[src/rtl/bxv_arb_pkg.sv]
package bxv_arb_pkg;

  localparam int N_OUT = 6;

  typedef enum logic [2:0] {
    OC_ACCESS  = 3'd0,
    OC_UNDEF   = 3'd1,
    OC_TRAP_L2 = 3'd2,
    OC_HYP     = 3'd3,
    OC_TRAP_L3 = 3'd4,
    OC_HALT    = 3'd5
  } outcome_e;

  localparam logic [3:0] SEL_CP  = 4'b1110;
  localparam logic [2:0] SEL_OP1 = 3'b000;
  localparam logic [3:0] SEL_CRN = 4'b0000;
  localparam logic [2:0] SEL_OP2 = 3'b001;

  localparam logic [5:0] EC_DBG_TRAP = 6'h05;

  // Conditions in chain priority order (MSB first); l3_sdd_undef modifies l3_trap.
  typedef struct packed {
    logic l3_undef_first;
    logic l2_a64_trap;
    logic hyp_trap;
    logic l3_trap;
    logic l3_sdd_undef;
    logic halt;
  } cond_t;

  function automatic logic [N_OUT-1:0] oc_to_vec(input outcome_e oc);
    return N_OUT'(1) << oc;
  endfunction

  function automatic logic oc_is_trap(input outcome_e oc);
    return (oc == OC_TRAP_L2) || (oc == OC_HYP) || (oc == OC_TRAP_L3);
  endfunction

  // Which checks a level sees.
  function automatic cond_t level_mask(input int lvl);
    cond_t m;
    case (lvl)
      1:       m = 6'b111111;
      2:       m = 6'b100111;
      default: m = 6'b000001;
    endcase
    return m;
  endfunction

endpackage

[src/rtl/bxv_sel_decode.sv]
module bxv_sel_decode
  import bxv_arb_pkg::*;
#(
  parameter int NUM_BKPT = 16
) (
  input  logic [3:0] cpnum,
  input  logic [2:0] op1,
  input  logic [3:0] crn,
  input  logic [3:0] crm,
  input  logic [2:0] op2,
  output logic       sel_hit,
  output logic       idx_ok
);
  always_comb begin
    sel_hit = (cpnum == SEL_CP) && (op1 == SEL_OP1) &&
              (crn == SEL_CRN) && (op2 == SEL_OP2);
    idx_ok  = int'(crm) < NUM_BKPT;
  end
endmodule

[src/rtl/bxv_cond_eval.sv]
module bxv_cond_eval
  import bxv_arb_pkg::*;
(
  input  logic       has_l3,
  input  logic       l2_enabled,
  input  logic       l2_is32,
  input  logic       l3_is32,
  input  logic       l3_undef_prio,
  input  logic       l3_sdd_undef,
  input  logic       l3_trap_bit,
  input  logic [1:0] l2_trap_bits,
  input  logic [1:0] hyp_trap_bits,
  input  logic       os_lock,
  input  logic       halt_ok,
  input  logic       ext_trap,
  output cond_t      cond
);
  logic l3_a64_trap;

  always_comb begin
    l3_a64_trap          = has_l3 && !l3_is32 && l3_trap_bit;
    cond.l3_undef_first  = l3_a64_trap && l3_undef_prio;
    cond.l2_a64_trap     = l2_enabled && !l2_is32 && (l2_trap_bits != 2'b00);
    cond.hyp_trap        = l2_enabled && l2_is32 && (hyp_trap_bits != 2'b00);
    cond.l3_trap         = l3_a64_trap;
    cond.l3_sdd_undef    = l3_sdd_undef;
    cond.halt            = !os_lock && halt_ok && ext_trap;
  end
endmodule

[src/rtl/bxv_level_chain.sv]
module bxv_level_chain
  import bxv_arb_pkg::*;
#(
  parameter int LEVEL = 1
) (
  input  cond_t    cond,
  output outcome_e res
);
  localparam cond_t MASK = level_mask(LEVEL);

  cond_t c;

  always_comb begin
    c = cond & MASK;
    if (c.l3_undef_first)   res = OC_UNDEF;
    else if (c.l2_a64_trap) res = OC_TRAP_L2;
    else if (c.hyp_trap)    res = OC_HYP;
    else if (c.l3_trap)     res = c.l3_sdd_undef ? OC_UNDEF : OC_TRAP_L3;
    else if (c.halt)        res = OC_HALT;
    else                    res = OC_ACCESS;
  end
endmodule

[src/rtl/bkpt_xval_acc_arb.sv]
module bkpt_xval_acc_arb
  import bxv_arb_pkg::*;
#(
  parameter int NUM_BKPT = 16
) (
  input  logic [3:0] f_cpnum,
  input  logic [2:0] f_op1,
  input  logic [3:0] f_crn,
  input  logic [3:0] f_crm,
  input  logic [2:0] f_op2,
  input  logic       is_write,
  input  logic [1:0] cur_lvl,
  input  logic       has_l3,
  input  logic       l2_enabled,
  input  logic       l2_is32,
  input  logic       l3_is32,
  input  logic       l3_undef_prio,
  input  logic       l3_sdd_undef,
  input  logic       l3_trap_bit,
  input  logic [1:0] l2_trap_bits,
  input  logic [1:0] hyp_trap_bits,
  input  logic       os_lock,
  input  logic       halt_ok,
  input  logic       ext_trap,
  output logic       not_sel,
  output logic [5:0] outcome,
  output logic [5:0] exc_class,
  output logic [3:0] bp_index,
  output logic       rd_go,
  output logic       wr_go
);
  localparam int FIRST_LVL = 1;
  localparam int LAST_LVL  = 3;

  logic     sel_hit;
  logic     idx_ok;
  cond_t    cond;
  outcome_e lvl_res [LAST_LVL:FIRST_LVL];
  outcome_e chosen;
  logic     force_undef;

  bxv_sel_decode #(.NUM_BKPT(NUM_BKPT)) u_dec (
    .cpnum   (f_cpnum),
    .op1     (f_op1),
    .crn     (f_crn),
    .crm     (f_crm),
    .op2     (f_op2),
    .sel_hit (sel_hit),
    .idx_ok  (idx_ok)
  );

  bxv_cond_eval u_cond (
    .has_l3        (has_l3),
    .l2_enabled    (l2_enabled),
    .l2_is32       (l2_is32),
    .l3_is32       (l3_is32),
    .l3_undef_prio (l3_undef_prio),
    .l3_sdd_undef  (l3_sdd_undef),
    .l3_trap_bit   (l3_trap_bit),
    .l2_trap_bits  (l2_trap_bits),
    .hyp_trap_bits (hyp_trap_bits),
    .os_lock       (os_lock),
    .halt_ok       (halt_ok),
    .ext_trap      (ext_trap),
    .cond          (cond)
  );

  for (genvar lv = FIRST_LVL; lv <= LAST_LVL; lv++) begin : g_lvl
    bxv_level_chain #(.LEVEL(lv)) u_chain (
      .cond (cond),
      .res  (lvl_res[lv])
    );
  end

  always_comb begin
    force_undef = !idx_ok || (cur_lvl == 2'd0);
    chosen      = force_undef ? OC_UNDEF : lvl_res[cur_lvl == 2'd0 ? FIRST_LVL : int'(cur_lvl)];
    not_sel     = !sel_hit;
    outcome     = sel_hit ? oc_to_vec(chosen) : '0;
    exc_class   = (sel_hit && oc_is_trap(chosen)) ? EC_DBG_TRAP : 6'h00;
    rd_go       = sel_hit && (chosen == OC_ACCESS) && !is_write;
    wr_go       = sel_hit && (chosen == OC_ACCESS) && is_write;
    bp_index    = f_crm;
  end
endmodule

[config.mk]
export PLATFORM = sky130hd
export DESIGN_NAME = bkpt_xval_acc_arb
export DESIGN_NICKNAME = d
export VERILOG_FILES = /design/src/rtl/bxv_arb_pkg.sv /design/src/rtl/bxv_sel_decode.sv /design/src/rtl/bxv_cond_eval.sv /design/src/rtl/bxv_level_chain.sv /design/src/rtl/bkpt_xval_acc_arb.sv
export SDC_FILE = /design/constraint.sdc
export NUM_CORES = 1
export LEC_CHECK = 0
export ABC_CLOCK_PERIOD_IN_PS = 1580
export BUFFER_PORTS_ARGS = -buffer_cell sky130_fd_sc_hd__buf_4
export CAP_MARGIN = 15
export CELL_PAD_IN_SITES_DETAIL_PLACEMENT = 1
export CELL_PAD_IN_SITES_GLOBAL_PLACEMENT = 1
export CORE_UTILIZATION = 17
export DETAILED_ROUTE_END_ITERATION = 12
export PLACE_DENSITY_LB_ADDON = 0.12
export SETUP_SLACK_MARGIN = 0.3
export SLEW_MARGIN = 10
export SYNTH_ARGS = -nofsm -noshare
export SYNTH_HDL_FRONTEND = slang
export SYNTH_SLANG_ARGS = --single-unit
[constraint.sdc]
create_clock -name vclk -period 1.58
set_input_delay 0.158 -clock vclk [all_inputs]
set_output_delay 0.158 -clock vclk [all_outputs]
set_load 0.05 [all_outputs]
==> flow_metrics.py, run 1 <==
metrics = {
    "status": {
        "run_status": "complete, but fails checks",
        "violations": "setup timing",
    },
    "floorplan": {
        "coreArea_um2": 1982,
        "rows": 16,
        "die_w_um": 48.12,
        "dieHeight_um": 48.12,
        "die-area_um2": 2316,
        "io_pins": 54,
        "start_util": 0.1824,
    },
    "cells_and_area": {
        "n_clock_buffer": 0,
        "final_nets": 144,
        "area_growth_pct": 176.1,
        "seq_cells": 0,
        "diodes": 0,
        "final_core_util": 0.5038,
        "seq_area_um2": 0,
        "drive_above_1_share": 0.7570,
    },
    "yosys": {
        "syn_avg_cell_area_um2": 6.457,
        "synth_top_area_cell": "buf_4",
        "synth_area_um2": 361.6,
        "synth_area_leaders": "buf_4, nor2_1, nand2b_1, o21ai_2, nor3_1",
        "synth.most_common_cell": "buf_4",
        "yosys_warnings": 0,
        "synthDistinctLibCells": 29,
        "ys_seq_area_frac": 0,
        "synthTopCellsByCount": "buf_4, nor2_1, nand2_1, nand2b_1, nor3_1",
        "yosysTopAreaCellShare": 0.1869,
        "synthCells": 56,
    },
    "drt": {
        "wl_met3_um": 97,
        "top_layer": "met3",
        "vias": 594,
        "dr_wl_met2_um": 868,
        "ant_nets": 0,
        "route.detailed.drc": 0,
        "dr.pass1.iters": 2,
        "wl_per_cell_um": 11.60,
        "via_per_inst": 4.433,
        "wl_met1_um": 589,
        "drtIter0Drc": 3,
        "wirelength_um": 1554,
    },
    "sta": {
        "layout_setup_ws_ns": -0.1962,
        "finalCriticalPeriod_ns": 1.776,
        "rsz0062_at_grt": "yes",
        "setup_viol": 9,
        "period_share": 1.124,
        "fmax_mhz": 563.0,
        "final_hold_viol_count": 0,
        "final-max-slew-violation-count": 0,
    },
    "worst_setup_path": {
        "critPathMaxStageDelay_ns": 0.32,
        "crit_chain": "buf_6, nor4_4, nand4_1, a21o_4, a211o_1, o21ai_4, buf_6",
        "slowest_stage": "a211o_1",
        "crit_buf_inv": 2,
        "critPathTopFamily": "compound AO/OA/AOI/OAI gates",
        "crit_type": "primary input to output pin",
        "required_ns": 1.42,
        "critPathMaxFanout": 2,
        "crit_path_end_kind": "output pin",
        "cp-start-kind": "primary input",
        "cp.arrival_ns": 1.62,
        "cp_common_cell": "buf_6",
    },
    "worst_hold_path": {
        "hold_path_class": "primary input to output pin",
        "min_path_cells": 0,
        "holdPathEnd": "bp_index[1]",
        "hp-start": "f_crm[1]",
    },
    "pwr": {
        "power.density_nw_per_um2": 198.3,
        "finalPower_uw": 198.0,
        "p_leak_uw": 0.0004534,
        "ir_drop_mv": 0.1218,
    },
    "place": {
        "dpl.hpwl_um": 1238,
        "io_buffer_count": 42,
        "place_congestion": 0.7821,
    },
    "run": {
        "maxCapViolations": 0,
    },
    "grt": {
        "first_global_vias": 514,
        "grt.total_usage": 0.1302,
        "grt_pass1_wl_um": 2194,
        "antenna_found_initial": 0,
        "grt_max_degree": 7,
        "grt_overflow": 0,
    },
}
## through the flow
step	instance area, µm²	cells	worst slack, ns	hold WS [ns]	TNS (ns)
floorplan	462.9	59	-0.8810	0.3833	-5.975
global placement	818.3	129	-0.2319	0.3164	-1.671
detailed placement	818.3	129	-0.2367	0.3164	-1.810
CTS	964.7	133	-0.1839	0.3164	-1.054
global route	998.5	134	-0.2933	0.3161	-2.068
finish	998.5	134	-0.1962	0.3160	-1.111
## how the worst max path moves through the flow
stage / start / endpoint / slack, ns / cells past startpoint
5_1_grt: hyp_trap_bits[0] / exc_class[2] / -0.29 / 10
3_3_place_gp: l3_is32 / outcome[1] / -0.23 / 7
2_1_floorplan: f_op1[0] / exc_class[2] / -0.88 / 6
3_5_place_dp: l3_is32 / outcome[1] / -0.24 / 7
4_1_cts: f_op2[2] / exc_class[0] / -0.18 / 7
6_report: f_op2[2] / exc_class[2] / -0.20 / 7
## metal layers
| metal | GRT usage | up-vias |
|---|---|---|
| met1 | 0.1611 | 275 |
| met5 | 0 | - |
| met2 | 0.2595 | 24 |
| met3 | 0 | 0 |
| li1 | - | 295 |
| met4 | 0.01111 | 0 |
## cells by family after synthesis
kind of cell	after synthesis	share of synthesized area
muxes	1	0.02768
other	1	0.01037
and+or+nand+nor	28	0.4671
buffers and inverters	12	0.2214
AOI/OAI and AO/OA	14	0.2733
## timing repair
item	CTS	global route
hold buffers	0	0
endpoints found under the hold margin	0	0
resized for setup	29	7
setup buffers	4	1
pin swaps	9	3
setup endpoints to repair	10	11
## where the power goes
| part | total [µW] | switching [µW] | internal [µW] |
|---|---|---|---|
| Sequential | 0 | 0 | 0 |
| Clock | 0 | 0 | 0 |
| Combinational | 198 | 91.6 | 106 |
## cells in the final DEF (no fill, tap or decap), drive strengths merged
| master | instances |
|---|---|
| buf | 58 |
| nor2 | 6 |
| o21ai | 5 |
| conb | 4 |
| nand2 | 4 |
| nor4 | 3 |
| nor3 | 3 |
| nand2b | 3 |
| o211ai | 2 |
| a21o | 2 |
| inv | 2 |
| nor2b | 2 |
| and3b | 1 |
| nand3b | 1 |
| a22oi | 1 |
| mux2i | 1 |
| a31oi | 1 |
| and4b | 1 |
| nor4b | 1 |
| nand4 | 1 |
| a21oi | 1 |
| a211o | 1 |
| nand3 | 1 |
| a22o | 1 |
| nor3b | 1 |
## final cells by class
class,instances,area (µm²)
Fill cell,231,983.4
Timing Repair Buffer,58,503.0
Multi-Input combinational cell,47,454.2
Tap cell,27,33.78
Inverter,2,7.507
Note: power is estimated with default switching activity, not from simulation.
==> run 2, diff against run 1 <==
--- a/config.mk
+++ b/config.mk
@@ -8,10 +8,9 @@
 export ABC_CLOCK_PERIOD_IN_PS = 1580
 export BUFFER_PORTS_ARGS = -buffer_cell sky130_fd_sc_hd__buf_4
 export CAP_MARGIN = 15
-export CELL_PAD_IN_SITES_DETAIL_PLACEMENT = 1
-export CELL_PAD_IN_SITES_GLOBAL_PLACEMENT = 1
-export CORE_UTILIZATION = 17
+export CORE_AREA = 2 2 39 41
 export DETAILED_ROUTE_END_ITERATION = 12
+export DIE_AREA = 0 0 41 43
 export PLACE_DENSITY_LB_ADDON = 0.12
 export SETUP_SLACK_MARGIN = 0.3
 export SLEW_MARGIN = 10
==> flow_metrics.py, run 2 (synthesis results as in run 1) <==
metrics = {
    "sta": {
        "period_share": 1.098,
        "final_hold_viol_count": 0,
        "fmax_mhz": 576.5,
        "rsz0062_at_grt": "yes",
        "finalCriticalPeriod_ns": 1.734,
        "hold_ws_ns": 0.3160,
        "setup_viol": 8,
        "final-max-slew-violation-count": 0,
        "layout_setup_ws_ns": -0.1545,
    },
    "pwr": {
        "switchingPower_uw": 87.72,
        "p_int_uw": 104.6,
        "pwr-share-comb": 1.000,
        "pwr-share-seq": 0,
        "clockPowerShare": 0,
        "ir_drop_mv": 0.1172,
        "p_leak_uw": 0.0004470,
        "power.density_nw_per_um2": 194.3,
        "power.share.switching": 0.4562,
    },
    "clock_network": {
        "ctsHoldBuffers": 0,
    },
    "grt": {
        "antenna_found_initial": 0,
        "grt_pass1_wl_um": 1807,
        "grt_overflow": 0,
        "first_global_vias": 473,
        "grt.total_usage": 0.1380,
        "grt_max_degree": 6,
    },
    "worst_hold_path": {
        "hold_path_class": "primary input to output pin",
    },
    "drt": {
        "vias": 578,
        "via_per_inst": 4.699,
        "dr.pass1.iters": 2,
        "wl_per_cell_um": 10.52,
        "route.detailed.drc": 0,
        "wirelength_um": 1294,
        "drtIter0Drc": 1,
        "ant_nets": 0,
    },
    "cells_and_area": {
        "final_nets": 144,
        "area_growth_pct": 173.7,
        "seq_area_um2": 0,
        "drive_above_1_share": 0.7290,
        "n_clock_buffer": 0,
        "final_common_cell": "buf_4",
        "final_core_util": 0.7152,
        "final_cells": 123,
        "seq_cells": 0,
        "diodes": 0,
        "mostFrequentLayoutCells": "buf_4, buf_6, nand2_1, conb_1",
        "final_area_um2": 989.7,
    },
    "floorplan": {
        "rows": 14,
        "coreArea_um2": 1384,
        "dieHeight_um": 43,
        "start_util": 0.2613,
        "die-area_um2": 1763,
        "io_pins": 54,
        "die_w_um": 41,
    },
    "worst_setup_path": {
        "crit_path_end_kind": "output pin",
        "critPathMaxFanout": 2,
        "cp.arrival_ns": 1.58,
        "required_ns": 1.42,
        "crit_type": "primary input to output pin",
        "cp-start-kind": "primary input",
    },
    "place": {
        "io_buffer_count": 42,
        "place_congestion": 0.7364,
        "dp.cells": 120,
        "placed_cell_area_um2": 832.0,
        "dpl.hpwl_um": 1081,
        "dpl_worst_slack_ns": -0.2304,
    },
    "run": {
        "maxCapViolations": 0,
    },
    "status": {
        "violations": "setup timing",
        "run_status": "complete, but fails checks",
    },
}
## run 2: worst paths after layout
check	start	to	slack, ns	cells after the start
setup / recovery	f_op2[2]	exc_class[0]	-0.15	7
hold / removal	f_crm[0]	bp_index[0]	0.32	0
## run 2: worst max-delay path: stages
cell,delay [ns]
buf_6,0.10
nor4_4,0.26
nand4_1,0.17
a21o_4,0.22
a211o_1,0.30
o21ai_4,0.20
buf_6,0.18
## run 2: cell type report
type / instances / area, µm²
multi-input combinational: 47 / 436.7
inverter: 2 / 10.01
timing repair buffer: 58 / 523.0
fill: 110 / 394.1
tap: 16 / 20.02
## run 2: layer usage
| layer | global-route usage | share of wire | vias up |
|---|---|---|---|
| li1 | - | - | 295 |
| met1 | 0.1524 | 0.33 | 253 |
| met2 | 0.2813 | 0.55 | 30 |
| met3 | 0 | 0.12 | 0 |
| met4 | 0 | 0 | 0 |
| met5 | 0 | 0 | - |
## run 2: through the flow
| step | total power [µW] | setup TNS (ns) |
|---|---|---|
| after floorplan | 104.7 | -5.975 |
| after global placement | 167.8 | -1.252 |
| after detailed placement | 170.7 | -1.431 |
| after CTS | 179.8 | -1.047 |
| after global routing | 205.9 | -1.571 |
| final | 192.3 | -0.7971 |
## run 2: power by group through the flow
stage | clock [µW] | combinational [µW] | sequential (µW)
2_1_floorplan | 0 | 105 | 0
3_3_place_gp | 0 | 168 | 0
3_5_place_dp | 0 | 171 | 0
4_1_cts | 0 | 180 | 0
5_1_grt | 0 | 206 | 0
6_report | 0 | 192 | 0
## run 2: timing repair
| action | CTS | global route |
|---|---|---|
| pin swaps | 10 | 8 |
| setup endpoints to repair | 10 | 11 |
| cloned | 0 | 0 |
| buffers inserted | 1 | 2 |
| gates resized for setup | 20 | 16 |
| hold endpoints to repair | 0 | 0 |
